--- src/rtl/txe_pkg.sv ---
package txe_pkg;

  typedef enum logic [2:0] {
    ST_IDLE   = 3'd0,
    ST_SEND   = 3'd1,
    ST_JAM    = 3'd2,
    ST_HBWAIT = 3'd3,
    ST_HALT   = 3'd4
  } txe_state_e;

  typedef struct packed {
    logic un;
    logic csl;
    logic rl;
    logic lc;
    logic hb;
  } txe_flags_t;

  localparam txe_flags_t FLAGS_NONE = '{un: 1'b0, csl: 1'b0, rl: 1'b0, lc: 1'b0, hb: 1'b0};

endpackage

--- src/rtl/txe_rst_sync.sv ---
module txe_rst_sync #(
  parameter int STAGES = 2
) (
  input  logic clk,
  input  logic rst_n_in,
  output logic rst_n_out
);

  logic [STAGES-1:0] sync_q;
  logic [STAGES-1:0] sync_d;

  always_comb begin
    sync_d = {sync_q[STAGES-2:0], 1'b1};
  end

  always_ff @(posedge clk or negedge rst_n_in) begin
    if (!rst_n_in) sync_q <= '0;
    else           sync_q <= sync_d;
  end

  assign rst_n_out = sync_q[STAGES-1];

endmodule

--- src/rtl/txe_carrier.sv ---
module txe_carrier (
  input  logic clk,
  input  logic rst_n,
  input  logic frame_clr,
  input  logic frame_live,
  input  logic rx_en,
  input  logic col,
  output logic csl_now
);

  logic cs_up_q, drop_q, colf_q;
  logic cs_up_d, drop_d, colf_d;
  logic carrier, drop_now, col_now, upd_en;

  always_comb begin
    carrier  = rx_en | col;
    drop_now = drop_q | (frame_live & cs_up_q & ~carrier);
    col_now  = colf_q | (frame_live & col);
    csl_now  = drop_now & ~col_now;
    upd_en   = frame_clr | frame_live;
    if (frame_clr) begin
      cs_up_d = 1'b0;
      drop_d  = 1'b0;
      colf_d  = 1'b0;
    end else begin
      cs_up_d = cs_up_q | carrier;
      drop_d  = drop_now;
      colf_d  = col_now;
    end
  end

  always_ff @(posedge clk or negedge rst_n) begin
    if (!rst_n) begin
      cs_up_q <= 1'b0;
      drop_q  <= 1'b0;
      colf_q  <= 1'b0;
    end else if (upd_en) begin
      cs_up_q <= cs_up_d;
      drop_q  <= drop_d;
      colf_q  <= colf_d;
    end
  end

endmodule

--- src/rtl/txe_seq.sv ---
module txe_seq
  import txe_pkg::*;
#(
  parameter int JAM_CYCLES = 8,
  parameter int HB_WINDOW  = 20
) (
  input  logic       clk,
  input  logic       rst_n,
  input  logic       frm_start,
  input  logic       frm_end,
  input  logic       underrun,
  input  logic       late_col,
  input  logic       retry_lim,
  input  logic       hb_chk_en,
  input  logic       col,
  input  logic       restart_cmd,
  input  logic       csl_now,
  output txe_state_e state_o,
  output logic       frame_accept,
  output logic       close_fire,
  output logic       abort_fire,
  output txe_flags_t close_flags
);

  localparam int CNT_MAX = (JAM_CYCLES > HB_WINDOW) ? JAM_CYCLES : HB_WINDOW;
  localparam int CNT_W   = $clog2(CNT_MAX + 1);
  localparam logic [CNT_W-1:0] JAM_LAST = CNT_W'(JAM_CYCLES - 1);
  localparam logic [CNT_W-1:0] HB_LAST  = CNT_W'(HB_WINDOW - 1);

  txe_state_e       state_q, state_d;
  logic [CNT_W-1:0] cnt_q, cnt_d;
  logic             cslp_q, cslp_d;
  logic             cnt_en;

  always_comb begin
    state_d      = state_q;
    cnt_d        = cnt_q;
    cslp_d       = cslp_q;
    cnt_en       = 1'b0;
    frame_accept = 1'b0;
    close_fire   = 1'b0;
    abort_fire   = 1'b0;
    close_flags  = FLAGS_NONE;
    unique case (state_q)
      ST_IDLE: begin
        if (frm_start) begin
          frame_accept = 1'b1;
          state_d      = ST_SEND;
        end
      end
      ST_SEND: begin
        if (underrun) begin
          cslp_d  = csl_now;
          cnt_d   = '0;
          cnt_en  = 1'b1;
          state_d = ST_JAM;
        end else if (late_col) begin
          close_fire      = 1'b1;
          abort_fire      = 1'b1;
          close_flags.lc  = 1'b1;
          close_flags.csl = csl_now;
          state_d         = ST_HALT;
        end else if (retry_lim) begin
          close_fire      = 1'b1;
          abort_fire      = 1'b1;
          close_flags.rl  = 1'b1;
          close_flags.csl = csl_now;
          state_d         = ST_HALT;
        end else if (frm_end) begin
          if (hb_chk_en) begin
            cslp_d  = csl_now;
            cnt_d   = '0;
            cnt_en  = 1'b1;
            state_d = ST_HBWAIT;
          end else begin
            close_fire      = 1'b1;
            close_flags.csl = csl_now;
            state_d         = ST_IDLE;
          end
        end
      end
      ST_JAM: begin
        if (cnt_q == JAM_LAST) begin
          close_fire      = 1'b1;
          abort_fire      = 1'b1;
          close_flags.un  = 1'b1;
          close_flags.csl = cslp_q;
          state_d         = ST_HALT;
        end else begin
          cnt_d  = cnt_q + 1'b1;
          cnt_en = 1'b1;
        end
      end
      ST_HBWAIT: begin
        if (col) begin
          close_fire      = 1'b1;
          close_flags.csl = cslp_q;
          state_d         = ST_IDLE;
        end else if (cnt_q == HB_LAST) begin
          close_fire      = 1'b1;
          close_flags.hb  = 1'b1;
          close_flags.csl = cslp_q;
          state_d         = ST_IDLE;
        end else begin
          cnt_d  = cnt_q + 1'b1;
          cnt_en = 1'b1;
        end
      end
      ST_HALT: begin
        if (restart_cmd) state_d = ST_IDLE;
      end
      default: state_d = ST_IDLE;
    endcase
  end

  always_ff @(posedge clk or negedge rst_n) begin
    if (!rst_n) begin
      state_q <= ST_IDLE;
      cslp_q  <= 1'b0;
    end else begin
      state_q <= state_d;
      cslp_q  <= cslp_d;
    end
  end

  always_ff @(posedge clk or negedge rst_n) begin
    if (!rst_n)      cnt_q <= '0;
    else if (cnt_en) cnt_q <= cnt_d;
  end

  assign state_o = state_q;

endmodule

--- src/rtl/txe_status.sv ---
module txe_status
  import txe_pkg::*;
(
  input  logic       clk,
  input  logic       rst_n,
  input  logic       frame_accept,
  input  logic       close_fire,
  input  logic       abort_fire,
  input  txe_flags_t close_flags,
  input  logic       evt_clr,
  input  logic       evt_mask,
  output logic       buf_close,
  output logic       abort,
  output txe_flags_t flags,
  output logic       evt,
  output logic       irq
);

  txe_flags_t flags_q, flags_d;
  logic       close_q, abort_q, evt_q, evt_d, flags_en;

  always_comb begin
    flags_en = close_fire | frame_accept;
    flags_d  = close_fire ? close_flags : FLAGS_NONE;
    if (close_fire && (|close_flags)) evt_d = 1'b1;
    else if (evt_clr)                 evt_d = 1'b0;
    else                              evt_d = evt_q;
  end

  always_ff @(posedge clk or negedge rst_n) begin
    if (!rst_n) begin
      close_q <= 1'b0;
      abort_q <= 1'b0;
      evt_q   <= 1'b0;
    end else begin
      close_q <= close_fire;
      abort_q <= abort_fire;
      evt_q   <= evt_d;
    end
  end

  always_ff @(posedge clk or negedge rst_n) begin
    if (!rst_n)        flags_q <= FLAGS_NONE;
    else if (flags_en) flags_q <= flags_d;
  end

  assign buf_close = close_q;
  assign abort     = abort_q;
  assign flags     = flags_q;
  assign evt       = evt_q;
  assign irq       = evt_q & evt_mask;

endmodule

--- src/rtl/tx_fault_monitor.sv ---
module tx_fault_monitor
  import txe_pkg::*;
#(
  parameter int JAM_CYCLES = 8,
  parameter int HB_WINDOW  = 20
) (
  input  logic clk,
  input  logic rst_n,
  input  logic frm_start,
  input  logic frm_end,
  input  logic underrun,
  input  logic rx_en,
  input  logic col,
  input  logic late_col,
  input  logic retry_lim,
  input  logic hb_chk_en,
  input  logic restart_cmd,
  input  logic evt_clr,
  input  logic evt_mask,
  output logic force_bad_crc,
  output logic buf_close,
  output logic abort,
  output logic stat_un,
  output logic stat_csl,
  output logic stat_rl,
  output logic stat_lc,
  output logic stat_hb,
  output logic tx_err_evt,
  output logic tx_err_irq,
  output logic halted
);

  logic       rst_n_i;
  txe_state_e state;
  logic       frame_accept, close_fire, abort_fire, csl_now;
  txe_flags_t close_flags, flags;

  txe_rst_sync #(.STAGES(2)) u_rst (
    .clk       (clk),
    .rst_n_in  (rst_n),
    .rst_n_out (rst_n_i)
  );

  txe_carrier u_car (
    .clk        (clk),
    .rst_n      (rst_n_i),
    .frame_clr  (frame_accept),
    .frame_live (state == ST_SEND),
    .rx_en      (rx_en),
    .col        (col),
    .csl_now    (csl_now)
  );

  txe_seq #(.JAM_CYCLES(JAM_CYCLES), .HB_WINDOW(HB_WINDOW)) u_seq (
    .clk          (clk),
    .rst_n        (rst_n_i),
    .frm_start    (frm_start),
    .frm_end      (frm_end),
    .underrun     (underrun),
    .late_col     (late_col),
    .retry_lim    (retry_lim),
    .hb_chk_en    (hb_chk_en),
    .col          (col),
    .restart_cmd  (restart_cmd),
    .csl_now      (csl_now),
    .state_o      (state),
    .frame_accept (frame_accept),
    .close_fire   (close_fire),
    .abort_fire   (abort_fire),
    .close_flags  (close_flags)
  );

  txe_status u_stat (
    .clk          (clk),
    .rst_n        (rst_n_i),
    .frame_accept (frame_accept),
    .close_fire   (close_fire),
    .abort_fire   (abort_fire),
    .close_flags  (close_flags),
    .evt_clr      (evt_clr),
    .evt_mask     (evt_mask),
    .buf_close    (buf_close),
    .abort        (abort),
    .flags        (flags),
    .evt          (tx_err_evt),
    .irq          (tx_err_irq)
  );

  assign force_bad_crc = (state == ST_JAM);
  assign halted        = (state == ST_HALT);
  assign stat_un       = flags.un;
  assign stat_csl      = flags.csl;
  assign stat_rl       = flags.rl;
  assign stat_lc       = flags.lc;
  assign stat_hb       = flags.hb;

endmodule

--- config.mk ---
export PLATFORM = sky130hd
export DESIGN_NAME = tx_fault_monitor
export DESIGN_NICKNAME = d
export VERILOG_FILES = /design/src/rtl/txe_pkg.sv /design/src/rtl/txe_rst_sync.sv /design/src/rtl/txe_carrier.sv /design/src/rtl/txe_seq.sv /design/src/rtl/txe_status.sv /design/src/rtl/tx_fault_monitor.sv
export SDC_FILE = /design/constraint.sdc
export NUM_CORES = 1
export LEC_CHECK = 0
export ABC_CLOCK_PERIOD_IN_PS = 1080
export CELL_PAD_IN_SITES_DETAIL_PLACEMENT = 0
export CELL_PAD_IN_SITES_GLOBAL_PLACEMENT = 2
export CORE_ASPECT_RATIO = 0.9
export CORE_MARGIN = 5
export CORE_UTILIZATION = 41
export CTS_CLUSTER_SIZE = 28
export DETAILED_ROUTE_END_ITERATION = 10
export DONT_BUFFER_PORTS = 1
export MAX_ROUTING_LAYER = met4
export PLACE_DENSITY_LB_ADDON = 0.1
export SLEW_MARGIN = 40
export SYNTH_ARGS = -nofsm -noshare
export SYNTH_HDL_FRONTEND = slang
export SYNTH_HIERARCHICAL = 1
export SYNTH_SLANG_ARGS = --single-unit
--- constraint.sdc ---
create_clock -name clk -period 1.08 [get_ports clk]
set_input_delay 0.108 -clock clk [delete_from_list [all_inputs] [get_ports clk]]
set_output_delay 0.108 -clock clk [all_outputs]
set_load 0.005 [all_outputs]
* Word-level counts from Yosys, hierarchy flattened
Index checks and enable logic that the tools add are counted.
** Storage, ports and cells
- Register bits after elaboration :: 22
- Output and inout port bits :: 11
- Logic and storage cells :: 129
- Input port bits :: 13
** Cells by class
- Muxes and demuxes :: 70
- Equality and inequality tests :: 20
- Add/subtract/negate cells :: 1
- Reductions and logical operators :: 10
- Bitwise gates (word level) :: 13
** Operator list (count)
- $mux 5 :: 9
- $mux 1 :: 42
- $mux 3 :: 10
- $pmux 3 s5 :: 1
- $pmux 5 s3 :: 1
- $ne 2x2->1 const B :: 7
- $ne 3x3->1 const B :: 4
- $reduce_and 5->1 :: 2
- $pmux 1 s3 :: 3
- $reduce_and 9->1 :: 1
- $eq 3x2->1 const B :: 2
- $mux 2 :: 3
- $or 1x1->1 :: 6
- $reduce_bool 2->1 :: 3
- $add 5x1->5 const B :: 1
- $and 1x1->1 :: 5
- $eq 5x3->1 const B :: 1
- $eq 5x5->1 const B :: 1
- $ne 5x5->1 const B :: 1
- $reduce_or 5->1 :: 1
- $eq 3x1->1 const B :: 1
- $eq 3x3->1 const B :: 1
- $logic_not 3->1 :: 1
- $ne 3x2->1 const B :: 1
- 5 further kinds :: 6

* Logic depth before layout (Yosys ltp)
Gate-level depths: netlist of the first run.
- Word-level depth :: 14
- Gate-level depth with buffers :: 8
- Depth with buffers taken out :: 8

* By module
Netlist of the first run, hierarchy kept.
** By module, submodules not included
- txe_seq :: cells each 66, area an instance 618.1 µm², instances 1, sequential area each 225.2 µm²
- txe_status :: cells each 19, area an instance 276.5 µm², instances 1, sequential area each 200.2 µm²
- txe_carrier :: cells each 13, area an instance 136.4 µm², instances 1, sequential area each 75.1 µm²
- txe_rst_sync :: cells each 3, area an instance 53.8 µm², instances 1, sequential area each 50.0 µm²
- tx_fault_monitor :: cells each 3, area an instance 22.5 µm², instances 1, sequential area each 0.0 µm²

* Worst setup path before layout of the first run
OpenSTA, ideal clock, no wires.
- Path type :: flip-flop to flip-flop
- Start point :: register u_seq.cnt_q[0]
- End point :: register u_stat.evt_q (netlist: u_stat/evt)
- Buffers on the path :: 0
- Data arrival time :: 1.902 ns
- Library setup time :: 0.123 ns
- Path slack :: -0.945 ns
- Cell stages (with the launch flop) :: 9
- Required time :: 0.957 ns
- Cells stage by stage :: dfrtp_1 > ha_1 > and4bb_2 > o22ai_1 > or3b_2 > o31ai_1 > or4_1 > o21ai_1 > o21ai_1
** RTL lines
- start, declared :: line txe_seq.sv:31 : logic [CNT_W-1:0] cnt_q, cnt_d;
- start signal, assigned :: line txe_seq.sv:128 : else if (cnt_en) cnt_q <= cnt_d;
- end signal, assigned :: line txe_status.sv:38 : evt_q <= evt_d;
- end, declared :: line txe_status.sv:20 : logic close_q, abort_q, evt_q, evt_d, flags_en;

* Final worst setup path of the first run
- Start point :: register u_seq.cnt_q[1]
- End point :: register u_seq.cnt_q[2]
** Between the ends
- Word-level cells in the longest chain between the ends :: 5
- Elaborated cells on any way between the ends :: 14
** Ends and longest elaborated chain
- parallel branches: the longest is 5 deep, another holds $add 5x1->5
Several ways; the timed one is not identified. The select of a mux whose other input is x is not followed.
A chain may end at the register's enable or synchronous reset.

==> results of run 1 <==
==> critical path, stage by stage (launching register included) <==
cell and delay (ns):
dfrtp_1 0.43, ha_4 0.18, and4bb_2 0.25, buf_4 0.14
o32a_4 0.34, and2_4 0.17, a221o_1 0.31
==> worst max path at each step <==
stage          slack (ns)        startpoint        endpoint  depth (start not counted)
2_1_floorplan       -0.79    u_seq/cnt_q[0]      u_stat/evt                          8
3_3_place_gp        -0.79    u_seq/cnt_q[1]      u_stat/evt                          8
3_5_place_dp        -0.83    u_seq/cnt_q[1]      u_stat/evt                          8
4_1_cts             -0.83    u_seq/cnt_q[1]      u_stat/evt                          8
5_1_grt             -0.92  u_seq/state_o[2]      u_stat/evt                          8
6_report            -0.84    u_seq/cnt_q[1]  u_seq/cnt_q[2]                          6
==> cells in the final DEF (no fill, tap or decap), drive strengths merged <==
| cell | Yosys | layout |
|---|---|---|
| nand3b | 3 | 3 |
| and4bb | 2 | 2 |
| nor4b | 1 | 1 |
| mux2i | 1 | 1 |
| buf | 1 | 49 |
| a221o | 1 | 1 |
| mux2 | 1 | 1 |
| o22ai | 3 | 3 |
| or4 | 1 | 1 |
| clkbuf | 0 | 3 |
| or3b | 2 | 2 |
| and2 | 2 | 2 |
| a22o | 7 | 7 |
| nand2 | 3 | 3 |
| a21boi | 2 | 2 |
| o32a | 1 | 1 |
| bufinv | 0 | 1 |
| nor2 | 10 | 10 |
| a21o | 1 | 1 |
| xnor2 | 1 | 1 |
| a21oi | 4 | 4 |
| nor4bb | 2 | 2 |
| inv | 9 | 9 |
| nor3 | 1 | 1 |
| o211ai | 1 | 1 |
| o31ai | 1 | 1 |
| nand3 | 4 | 4 |
| ha | 1 | 1 |
| o21ai | 5 | 5 |
| conb | 1 | 1 |
| o311ai | 1 | 1 |
| dlygate4sd3 | 0 | 7 |
| dfrtp | 22 | 22 |
| nand2b | 2 | 2 |
| nand4bb | 1 | 1 |
| nor3b | 5 | 5 |
| a211o | 1 | 1 |
==> routing by layer <==
layer  vias up  share of wire
li1        502              -
met1       505           0.44
met4         0          0.013
met5         -              0
met2        20           0.51
met3         4          0.044
==> flip-flops by register name (all words and copies together), names as in the netlist <==
| register | flops |
|---|---|
| u_seq/cnt_q | 5 |
| u_car/colf_q | 1 |
| u_car/cs_up_q | 1 |
| u_stat/evt | 1 |
| u_rst/sync_q | 2 |
| u_seq/cslp_q | 1 |
| u_seq/state_o | 3 |
| u_stat/abort | 1 |
| u_stat/buf_close | 1 |
| u_car/drop_q | 1 |
| u_stat/flags | 5 |
==> final cells by class <==
class | instances | area (um2)
Inverter | 9 | 33.78
Fill cell | 193 | 695.7
Timing Repair Buffer | 56 | 483.0
Clock buffer | 3 | 22.52
Clock inverter | 1 | 30.03
Sequential cell | 22 | 553.0
Tap cell | 28 | 35.03
Multi-Input combinational cell | 72 | 656.9
==> stage by stage <==
| step | utilization | area [um2] |
|---|---|---|
| after floorplan | - | 1140 |
| after global placement | 0.5887 | 1478 |
| after detailed placement | 0.5887 | 1478 |
| after CTS | 0.6620 | 1662 |
| after global routing | 0.7228 | 1814 |
| final | 0.7228 | 1814 |
==> cell families after synthesis <==
family / after synthesis
fa+ha+maj: 1
compound gates: 28
simple gates: 39
mux: 2
xor+xnor: 1
flops: 22
other cells: 1
buf+inv: 10
==> cells in the mapped netlist (2+ instances only) <==
| cell | number | area [um2] |
|---|---|---|
| o21ai_1 | 2 | 10.01 |
| a22o_1 | 6 | 52.55 |
| a21oi_1 | 4 | 20.02 |
| nand3b_1 | 3 | 22.52 |
| nor3b_1 | 5 | 37.54 |
| inv_1 | 9 | 33.78 |
| nor2_1 | 10 | 37.54 |
| nand2b_1 | 2 | 12.51 |
| nand3_1 | 4 | 20.02 |
| nor4bb_1 | 2 | 20.02 |
| nand2_1 | 3 | 11.26 |
| dfrtp_1 | 22 | 550.5 |
| o21ai_0 | 3 | 15.01 |
| o22ai_1 | 3 | 18.77 |
==> power groups by stage <==
stage	sequential [mW]	combinational, mW	clock, mW
floorplan	1.28	0.971	0
finish	1.28	2.84	0.633
detailed placement	1.25	2.07	0
CTS	1.26	2.36	0.651
global placement	1.25	2.02	0
global route	1.31	3.04	0.714
==> timing repair <==
action,4_1_cts,5_1_grt
pin swaps,4,8
buffers inserted,2,8
endpoints found under the hold margin,4,1
resized for setup,15,23
hold buffers,5,2
endpoints found under the setup margin,22,23
==> results.yml, run 1 <==
power:
  clockPowerShare: 0.133
  power_switching_mw: 1.638
  p_leak_nw: 0.8585
  power_frac_seq: 0.269
  switching_share: 0.3452
  powerDensity_nw_per_um2: 2615
  pwr-share-comb: 0.598
  max-vdd-ir-drop_uv: 1241
  power_mw: 4.745
  p_int_mw: 3.107
final_layout:
  drive_gt1_frac: 0.5092
  area_growth_pct: 63.84
  num_antenna_cells: 0
  fin_cells: 191
  final_nets: 178
synthesis:
  synth-xor-area-share: 0.007910
  synth-seq-cells: 22
  synthAdderAreaFrac: 0.01130
  avgSynthCellArea_um2: 10.65
  synth.distinct_cells: 40
  yosysWarningCount: 6
  synth_edf_count: 0
  synthCells: 104
  syn_area_um2: 1107
  synth_ff_type: "dfrtp_1"
  synth-compound-area-share: 0.1966
  synthMuxAreaShare: 0.01921
  synth-simple-area-share: 0.2294
  synth_top_family_by_area: "simple AND/OR/NAND/NOR gates"
  ys_seq_area_frac: 0.4972
  synth_nets: 118
  async_flop_share: 1.000
clock_tree:
  cts_num_sinks: 22
  cts.clk_slew.worst_paths_ns: 0.12
  htree_levels: 1
  root_buffer: "clkbuf_4"
  cts_buffers: 3
  clock_latency_ns: 0.31
  cts_tree: "done"
  cts_buffer_depth: 2
global_route:
  grt.busiest_layer: "met2"
  use_met2: 0.2711
  grt_util_met3: 0.04934
  grt_pass1_wl_mm: 4.740
  grt_usage: 0.1641
  grt_overflow: 0
  antenna_found_initial: 0
  grt_use_met1: 0.1976
  grt_pass1_vias: 1048
  grt_max_degree: 21
worst_setup_path:
  r2r_end: "u_seq/cnt_q[2]"
  critPathCaptureType: "flip-flop"
  critPathKind: "flip-flop to flip-flop"
  timing.rr.start: "u_seq/cnt_q[1]"
  critPathMaxFanout: 5
  cp.arrival_ns: 2.13
  reg2reg_slack_ns: -0.84
  start_kind: "flip-flop"
  required_ns: 1.29
  r2r_cells: 6
sta:
  setup_viol: 22
  setup_ws_ns: -0.8388
  finClkSkew_ns: 0.001323
  hold_viol: 0
  final.period_utilization: 1.777
  slew_violations: 0
  whs_ns: 0.06572
  grt_setup_unrepaired: "true"
  finalSetupTns_ns: -12.18
  period_needed_ns: 1.919
  max_freq_mhz: 521.2
floorplanning:
  io_pins: 24
  rows: 17
  die_w_um: 64.78
  die_area_um2: 3841
  start_util: 0.4412
  coreArea_um2: 2510
  die_y_um: 59.30
drt:
  antenna_left: 0
  first_pass_iters: 4
  drtIter0Drc: 27
  routedWlPerCell_um: 15.92
  via_per_inst: 5.398
  wl_mm: 3.041
  drc: 0
  vias: 1031
job:
  drv_cap: 0
outcome:
  violations: "negative setup slack"
  status: "complete, but fails checks"
placed_design:
  port-buffer-count: 0
  hpwl_mm: 2.088
  gp_congestion: 0.7374
  dp.cells: 172
  pre_cts_ws_ns: -0.8324
min_path:
  hold_class: "input port to flip-flop"
  min_to: "u_car/colf_q"
  hold_path_startpoint: "col"
  hold_depth: 3
No activity file was read; power rests on OpenSTA's default activity.
==> inputs of run 2 (changes only) <==
--- a/config.mk
+++ b/config.mk
@@ -15,7 +15,7 @@
 export DETAILED_ROUTE_END_ITERATION = 10
 export DONT_BUFFER_PORTS = 1
 export MAX_ROUTING_LAYER = met4
-export PLACE_DENSITY_LB_ADDON = 0.1
+export PLACE_DENSITY = 0.87
 export SLEW_MARGIN = 40
 export SYNTH_ARGS = -nofsm -noshare
 export SYNTH_HDL_FRONTEND = slang
==> run 2 against run 1 <==
The run still ends with negative setup slack left. Power down 5.8%. Fmax rose by 0.64%. Combinational power decreased by 11%. Clock-buffer cell count unchanged. Sequential power hardly changed. Design area decreased by 5.2%. Die area unchanged. Sequential share of layout area up 1.8 points. Worst hold slack got worse by 0.049 ns. Clock skew decreased by 0.00065 ns.
==> results.yml, run 2 (synthesis gave the netlist of run 1 again) <==
clock_tree:
  clock_latency_ns: 0.32
  cts_num_sinks: 22
  cts_buffers: 3
  cts_tree: "done"
  cts.clk_slew.worst_paths_ns: 0.13
  htree_levels: 1
  root_buffer: "clkbuf_4"
  cts_buffer_depth: 2
placed_design:
  dp.cells: 169
  port-buffer-count: 0
  pre_cts_ws_ns: -0.8288
  hpwl_mm: 2.154
  dpl-instance-area_um2: 1468
  gp_congestion: 0.7977
job:
  drv_cap: 0
sta:
  hold_viol: 0
  slew_violations: 0
  period_needed_ns: 1.907
  grt_setup_unrepaired: "true"
  max_freq_mhz: 524.5
  setup_ws_ns: -0.8266
  final.period_utilization: 1.765
  finClkSkew_ns: 0.0006763
  finalSetupTns_ns: -11.73
  setup_viol: 22
  whs_ns: 0.01644
final_layout:
  postLayoutCoreUtil: 0.6849
  fill_cells: 199
  multi_input_area_um2: 613.1
  final_nets: 169
  layout_commonest_cell: "buf_4"
  mostFrequentLayoutCells: "buf_4 (27), dfrtp_1 (19), buf_6 (14)"
  register_area_um2: 554.3
  num_antenna_cells: 0
  fin_cells: 182
  fin_area_um2: 1719
  drive_gt1_frac: 0.4675
  area_growth_pct: 55.25
floorplanning:
  io_pins: 24
  rows: 17
  die_w_um: 64.78
  start_util: 0.4412
  die_area_um2: 3841
  die_y_um: 59.30
  coreArea_um2: 2510
power:
  max-vdd-ir-drop_uv: 1124
  power_mw: 4.472
  p_leak_nw: 0.8069
  powerDensity_nw_per_um2: 2601
drt:
  routedWlPerCell_um: 16.61
  vias: 1015
  antenna_left: 0
  via_per_inst: 5.577
  drc: 0
  first_pass_iters: 4
  wl_mm: 3.023
  drtIter0Drc: 30
global_route:
  grt_overflow: 0
  grt_max_degree: 14
  antenna_found_initial: 0
  grt_pass1_vias: 1047
  grt_pass1_wl_mm: 5.050
  grt_usage: 0.1784
worst_setup_path:
  required_ns: 1.30
  critPathCaptureType: "flip-flop"
  cp.arrival_ns: 2.13
  path_buf_inv: 0
  start_kind: "flip-flop"
  cpPeakStageDelay_ns: 0.43
  critical_path.top_delay_family: "simple AND/OR/NAND/NOR gates"
  crit_path_frequent_cell: "o21ai_1"
  critPathKind: "flip-flop to flip-flop"
  critPathMaxFanout: 3
  cp_slowest_cell: "dfrtp_1"
  cp_cell_sequence: "ha_4 -> and4bb_2 -> o22ai_2 -> or3b_4 -> o31ai_2 -> or4_1 -> o21ai_1 -> o21ai_1"
outcome:
  status: "complete, but fails checks"
  violations: "negative setup slack"
min_path:
  hold_class: "input port to flip-flop"
## run 2: cell types whose count changed in the layout (fill, tap and decap cells not counted), sizes merged
cell | before | now
buf | 49 | 42
dlygate4sd3 | 7 | 5
## run 2: area by class of cell
| cell class | count | area share |
|---|---|---|
| multi-input combinational | 72 | 0.3566 |
| tap | 28 | 0.02038 |
| clock inverter | 1 | 0.01747 |
| timing repair buffer | 47 | 0.2504 |
| sequential | 22 | 0.3224 |
| clock buffer | 3 | 0.01310 |
| inverter | 9 | 0.01965 |
## run 2: what timing repair did
| item | CTS | global route |
|---|---|---|
| endpoints found under the hold margin | 6 | 0 |
| hold buffers | 5 | 0 |
| gates cloned | 0 | 0 |
| buffers inserted | 4 | 1 |
| setup endpoints to repair | 22 | 23 |
| pin swaps | 12 | 1 |
| resized for setup | 24 | 6 |
## run 2: where the power goes
group	switching [mW]	leakage [nW]	internal, mW
combinational	1.04	0.493	1.49
clock	0.271	0.0279	0.376
sequential	0.227	0.286	1.07
## run 2: worst reg2reg max path, stage by stage, from the launching register on
cell and delay [ns]:
dfrtp_1 0.43, ha_4 0.17, and4bb_2 0.23, o22ai_2 0.15, or3b_4 0.14, o31ai_2 0.06, or4_1 0.40, o21ai_1 0.14
o21ai_1 0.08
## run 2: path summary, 6_finish.rpt
path                                 start               end  slack [ns]  cells after the start
setup / recovery            u_seq/cnt_q[1]        u_stat/evt       -0.83                      8
hold / removal                         col     u_car/cs_up_q        0.02                      2
setup reg to reg            u_seq/cnt_q[1]        u_stat/evt       -0.83                      8
hold reg to reg            u_rst/sync_q[1]  u_stat/buf_close        0.15                      0
max in group asynchronous            rst_n   u_rst/sync_q[1]        0.43                      2
min in group asynchronous  u_rst/sync_q[1]  u_stat/buf_close        0.15                      0
## run 2: routing by layer
metal  vias to the layer above  wire [um]  global-route usage
met5                         -          0                   -
met4                         0         13             0.02711
met3                         4        146             0.05123
met2                        22       1567              0.3149
met1                       505       1296              0.2064
li1                        484          -                   -
==> inputs of run 3 (changes only) <==
--- a/config.mk
+++ b/config.mk
@@ -6,6 +6,7 @@
 export NUM_CORES = 1
 export LEC_CHECK = 0
 export ABC_CLOCK_PERIOD_IN_PS = 1080
+export CAP_MARGIN = 20
 export CELL_PAD_IN_SITES_DETAIL_PLACEMENT = 0
 export CELL_PAD_IN_SITES_GLOBAL_PLACEMENT = 2
 export CORE_ASPECT_RATIO = 0.9
==> results of run 3 <==
The final DEF is identical to that of run 2; final timing and power are the same.
